--- config.mk ---
export PLATFORM = sky130hd
export DESIGN_NAME = flash_page_writer
export DESIGN_NICKNAME = d
export VERILOG_FILES = /design/src/rtl/flash_page_writer.sv
export SDC_FILE = /design/constraint.sdc
export NUM_CORES = 1
export LEC_CHECK = 0
export ABC_AREA = 1
export BUFFER_PORTS_ARGS = -buffer_cell sky130_fd_sc_hd__buf_4
export CAP_MARGIN = 0
export CORE_ASPECT_RATIO = 1.2
export CORE_MARGIN = 2
export CORE_UTILIZATION = 41
export CTS_CLUSTER_SIZE = 14
export DETAILED_ROUTE_END_ITERATION = 10
export GPL_TIMING_DRIVEN = 0
export HOLD_SLACK_MARGIN = 0.08
export PLACE_DENSITY_LB_ADDON = 0.12
export SLEW_MARGIN = 10
export SYNTH_ARGS = -nofsm -noshare
export SYNTH_HDL_FRONTEND = slang
export SYNTH_SLANG_ARGS = --single-unit
export TNS_END_PERCENT = 20
--- constraint.sdc ---
create_clock -name clk -period 3.4 [get_ports clk]
set_input_delay 0.17 -clock clk [delete_from_list [all_inputs] [get_ports clk]]
set_output_delay 0.17 -clock clk [all_outputs]
set_load 0.03 [all_outputs]
--- src/rtl/flash_page_writer.sv ---
module flash_page_writer #(
  parameter int LEN_W     = 16,
  parameter int PAGE_BITS = 8
) (
  input  logic             clk,
  input  logic             rst_n,
  input  logic             start,
  input  logic [31:0]      start_addr,
  input  logic [LEN_W-1:0] start_len,
  input  logic             addr4,
  output logic             busy,
  output logic             done,
  input  logic             in_valid,
  input  logic [7:0]       in_data,
  output logic             in_ready,
  output logic             spi_sck,
  output logic             spi_cs_n,
  output logic             spi_mosi,
  input  logic             spi_miso
);
  localparam int PAGE = 1 << PAGE_BITS;

  typedef enum logic [1:0] {IDLE, POLL, WREN, PROG} st_t;
  st_t st;

  logic [31:0]        addr;
  logic [LEN_W-1:0]   rem;
  logic [PAGE_BITS:0] clen;
  logic               a4, post, cs_n, done_r;
  logic [2:0]         idx;

  logic [7:0] tx, rx;
  logic [2:0] bitn;
  logic       shifting, sck;
  logic       ld;
  logic [7:0] ldb;

  wire       byte_done = shifting & sck & (bitn == 3'd7);
  wire [2:0] na        = a4 ? 3'd4 : 3'd3;
  wire       data_ph   = (st == PROG) & ~cs_n & ~shifting & (idx == na + 3'd1);
  wire [2:0] bsel      = na - idx;
  wire [31:0] ash      = addr >> {bsel[1:0], 3'b000};

  wire [PAGE_BITS:0] room  = (PAGE_BITS+1)'(PAGE) - {1'b0, addr[PAGE_BITS-1:0]};
  wire [PAGE_BITS:0] first = (rem < LEN_W'(room)) ? rem[PAGE_BITS:0] : room;

  assign in_ready = data_ph & (clen != '0);
  assign busy     = (st != IDLE);
  assign done     = done_r;
  assign spi_sck  = sck;
  assign spi_cs_n = cs_n;
  assign spi_mosi = tx[7];

  always_comb begin
    ld  = 1'b0;
    ldb = 8'h00;
    case (st)
      POLL: if (cs_n) begin ld = 1'b1; ldb = 8'h05; end
            else if (byte_done && (idx == 3'd0 || rx[0])) ld = 1'b1;
      WREN: if (cs_n) begin ld = 1'b1; ldb = 8'h06; end
      PROG: if (cs_n) begin ld = 1'b1; ldb = a4 ? 8'h12 : 8'h02; end
            else if (byte_done && idx <= na) begin ld = 1'b1; ldb = ash[7:0]; end
            else if (in_valid && in_ready) begin ld = 1'b1; ldb = in_data; end
      default: ;
    endcase
  end

  always_ff @(posedge clk or negedge rst_n) begin
    if (!rst_n) begin
      sck <= 1'b0; tx <= '0; rx <= '0; bitn <= '0; shifting <= 1'b0;
    end else if (ld) begin
      sck <= 1'b0; tx <= ldb; bitn <= '0; shifting <= 1'b1;
    end else if (shifting) begin
      if (!sck) begin
        sck <= 1'b1;
        rx  <= {rx[6:0], spi_miso};
      end else begin
        sck  <= 1'b0;
        tx   <= {tx[6:0], 1'b0};
        bitn <= bitn + 3'd1;
        if (bitn == 3'd7) shifting <= 1'b0;
      end
    end
  end

  always_ff @(posedge clk or negedge rst_n) begin
    if (!rst_n) begin
      st <= IDLE; addr <= '0; rem <= '0; clen <= '0; a4 <= 1'b0;
      post <= 1'b0; cs_n <= 1'b1; done_r <= 1'b0; idx <= '0;
    end else begin
      done_r <= 1'b0;
      case (st)
        IDLE: if (start) begin
          if (start_len == '0) done_r <= 1'b1;
          else begin
            st <= POLL; post <= 1'b0;
            addr <= start_addr; rem <= start_len; a4 <= addr4;
          end
        end
        POLL: if (cs_n) begin
          cs_n <= 1'b0; idx <= 3'd0;
        end else if (byte_done) begin
          if (idx == 3'd0) idx <= 3'd1;
          else if (!rx[0]) begin
            cs_n <= 1'b1;
            if (!post) st <= WREN;
            else if (rem == '0) begin st <= IDLE; done_r <= 1'b1; end
            else post <= 1'b0;
          end
        end
        WREN: if (cs_n) cs_n <= 1'b0;
              else if (byte_done) begin cs_n <= 1'b1; st <= PROG; end
        PROG: if (cs_n) begin
          cs_n <= 1'b0; idx <= 3'd1; clen <= first;
        end else if (byte_done && idx <= na) begin
          idx <= idx + 3'd1;
        end else if (in_valid && in_ready) begin
          clen <= clen - 1'b1; addr <= addr + 32'd1; rem <= rem - 1'b1;
        end else if (data_ph && clen == '0) begin
          cs_n <= 1'b1; st <= POLL; post <= 1'b1;
        end
        default: st <= IDLE;
      endcase
    end
  end
endmodule

==> results_dict.tcl <==
set metrics [dict create \
    pwr-share-seq_pct 28.1 \
    dieArea_mm2 0.0171 \
    crit_path_max_fanout 10 \
    hpwl_mm 16.3 \
    finalSetupTns_ns 0 \
    drcViolationCount 0 \
    cts_buffers 9 \
    placed_cells 1311 \
    wire_per_inst_um 16.2 \
    routed_via_density 5.29 \
    yosysUniqueCellTypes 43 \
    reg2reg_depth 16 \
    syn_area_mm2 0.00657 \
    drt_iter0_markers 584 \
    p_sw_w 0.00350 \
    netlist_instances 1036 \
    crit_path_start_kind "register" \
    drt_first_pass_iters 5 \
    crit_required_ns 3.68 \
    port_buffers 67 \
    drv_cap 0 \
    worstHoldPathType "input pin to register" \
    synth_seq_cells 80 \
    antenna_found_initial 0 \
    min_from "start_addr[28]" \
    grt_pass1_vias 6765 \
    cts_resized 0 \
    fin_crit_sh_pct 87.3 \
    vias 7037 \
    rsz0062_at_grt "no" \
    grt_pass1_wl_mm 34.7 \
    instances_no_fill 1330 \
    grt-ovfl-total 0 \
    ioPinCount 68 \
    tritoncts "yes" \
    max_freq_mhz 337 \
    ys_seq_area_share_pct 30.5 \
    p_leak_nw 3.80 \
    power_density_mw_per_mm2 875 \
    worstPathArrival_ns 3.25 \
    numClockSinks 80 \
    timing.reg2reg.setup_slack_ns 0.43 \
    grt_usage_pct 25.9 \
    p_int_w 0.00320 \
    gp_congestion 0.970 \
    area_delta_synth_final_pct 16.5 \
    layout_min_cycle_time_ns 2.97 \
    grt_start_max_net_pins 81 \
    clock-root-buffer "clkbuf_16" \
    wl_mm 21.5 \
    max_slew_margin_pct 25.9 \
    finalSetupViolCount 0 \
    initial_core_util_pct 42.0 \
    yosys_warnings 0 \
    crit_path_end_kind "register" \
    irDropWorstVdd_mv 0.288 \
    core_area_mm2 0.0156 \
    finalHoldViolations 0 \
    final_common_cell "nand2_1" \
    htreeDepth 3 \
    crit_type "register to register" \
    synth_edf_count 0 \
    finalClockSkew_ns 0.00882 \
    antenna_left 0 \
    ctsHoldBuffers 3 \
    layout_common_cells "331 x nand2_1, 117 x inv_1, 105 x nand3_1" \
    nets 1207 \
    min_to "addr[28]" \
    r2r-end "clen[6]" \
    die_h_um 143 \
    slew_violations 0 \
    yosys_most_used_dff "dfrtp_1" \
    power.share.switching_pct 52.3 \
    p_comb_share_pct 56.8 \
    worstMarginPinSlew_ns 1.11 \
    worstReg2RegStart "addr[0]" \
    clk_latency_ns 0.36 \
    dieWidth_um 120 \
    p_clk_share_pct 15.0 \
    status "finished, final reports clean" \
    synth.avg_cell_area_um2 6.34 \
    layout-drive-gt1-share_pct 11.9 \
    cts_buffer_depth 2 \
    async_reset_ff_share_pct 100 \
    finalPower_w 0.00669 \
    post_cts_buffers 0 \
    num_antenna_cells 0 \
    clk_pin_slew_ns 0.07 \
    num_rows 50 \
    hold_depth 4 \
    syn_nets 1126 \
]
[power by group through the flow]
stage / clock [W] / combinational, W / sequential, W
after CTS: 0.00101 / 0.00379 / 0.00187
after global routing: 0.00105 / 0.00435 / 0.00195
after floorplan: 0 / 0.00272 / 0.00176
final: 0.00101 / 0.00380 / 0.00188
after global placement: 0 / 0.00373 / 0.00188
after detailed placement: 0 / 0.00377 / 0.00189
[synthesized netlist by cell type, types with 16 or more instances]
master | instances | area share, %
nand3_1 | 105 | 8.0
ha_1 | 28 | 5.3
nand4_1 | 20 | 1.9
nor2_1 | 83 | 4.7
inv_1 | 117 | 6.7
o21ai_0 | 102 | 7.8
nor3_1 | 18 | 1.4
dfrtp_1 | 79 | 30
a21oi_1 | 31 | 2.4
xor2_1 | 16 | 2.1
nand2_1 | 331 | 19
or2_2 | 21 | 2.0
[flip-flops by register name, indices dropped and copies added (netlist names)]
register and cells:
addr 32, rem 16, clen 9, tx 8, bitn 3, idx 3
st 2, a4 1, done 1, post 1, rx 1, shifting 1
spi_cs_n 1, spi_sck 1
[worst max-delay path by stage]
stage | from | end | cells after the start
3_3_place_gp | addr[0] | clen[4] | 16
3_5_place_dp | addr[0] | clen[6] | 16
5_1_grt | addr[0] | clen[6] | 16
4_1_cts | addr[0] | clen[6] | 16
6_report | addr[0] | clen[6] | 16
2_1_floorplan | addr[2] | clen[0] | 17
[layer usage]
layer / up-vias / share of wire, % / global-route usage [%]
li1: 3531 / - / -
met1: 3238 / 45 / 33.9
met2: 217 / 46 / 42.5
met3: 51 / 5.1 / 3.27
met4: 0 / 3.8 / 12.5
met5: - / 0 / 0
[area by class of cell]
| cell class | instances | area, um2 |
|---|---|---|
| timing repair buffer | 70 | 533 |
| multi-input combinational | 804 | 3960 |
| clock buffer | 9 | 225 |
| fill | 1723 | 7990 |
| inverter | 121 | 455 |
| buffer | 31 | 146 |
| sequential | 80 | 2000 |
| clock inverter | 7 | 62.6 |
| tap | 208 | 260 |
[worst max-delay path, cell delays in order (launching register included)]
cell     delay (ns)
dfrtp_1        0.44
inv_1          0.21
ha_1           0.22
nand3_1        0.13
nor2_1         0.14
nand2_1        0.08
xor2_1         0.21
ha_1           0.27
nand2_1        0.08
nor2_1         0.05
nor3_1         0.13
nand2_1        0.07
nand2_1        0.26
nand2_2        0.20
nand2_1        0.11
nand3_1        0.12
a21oi_1        0.16
[per-stage QoR]
step | worst slack, ns | area [um2] | hold WS [ns] | util [%]
floorplan | 0.991 | 6570 | -0.126 | -
global placement | 0.518 | 7330 | 0.404 | 46.9
detailed placement | 0.504 | 7330 | 0.414 | 46.9
CTS | 0.457 | 7650 | 0.114 | 48.9
global route | 0.0591 | 7650 | 0.137 | 48.9
finish | 0.433 | 7650 | 0.111 | 48.9
[logic make-up after synthesis]
kind of cell | count (synthesis) | share of synthesized area [%]
flip-flops | 80 | 30.5
adder cells (fa/ha/maj) | 28 | 5.33
AO/OA/AOI/OAI | 155 | 12.7
XOR/XNOR | 20 | 2.67
buffers and inverters | 152 | 9.16
AND/OR/NAND/NOR | 601 | 39.6
Note: power is estimated with default switching activity, not from simulation.
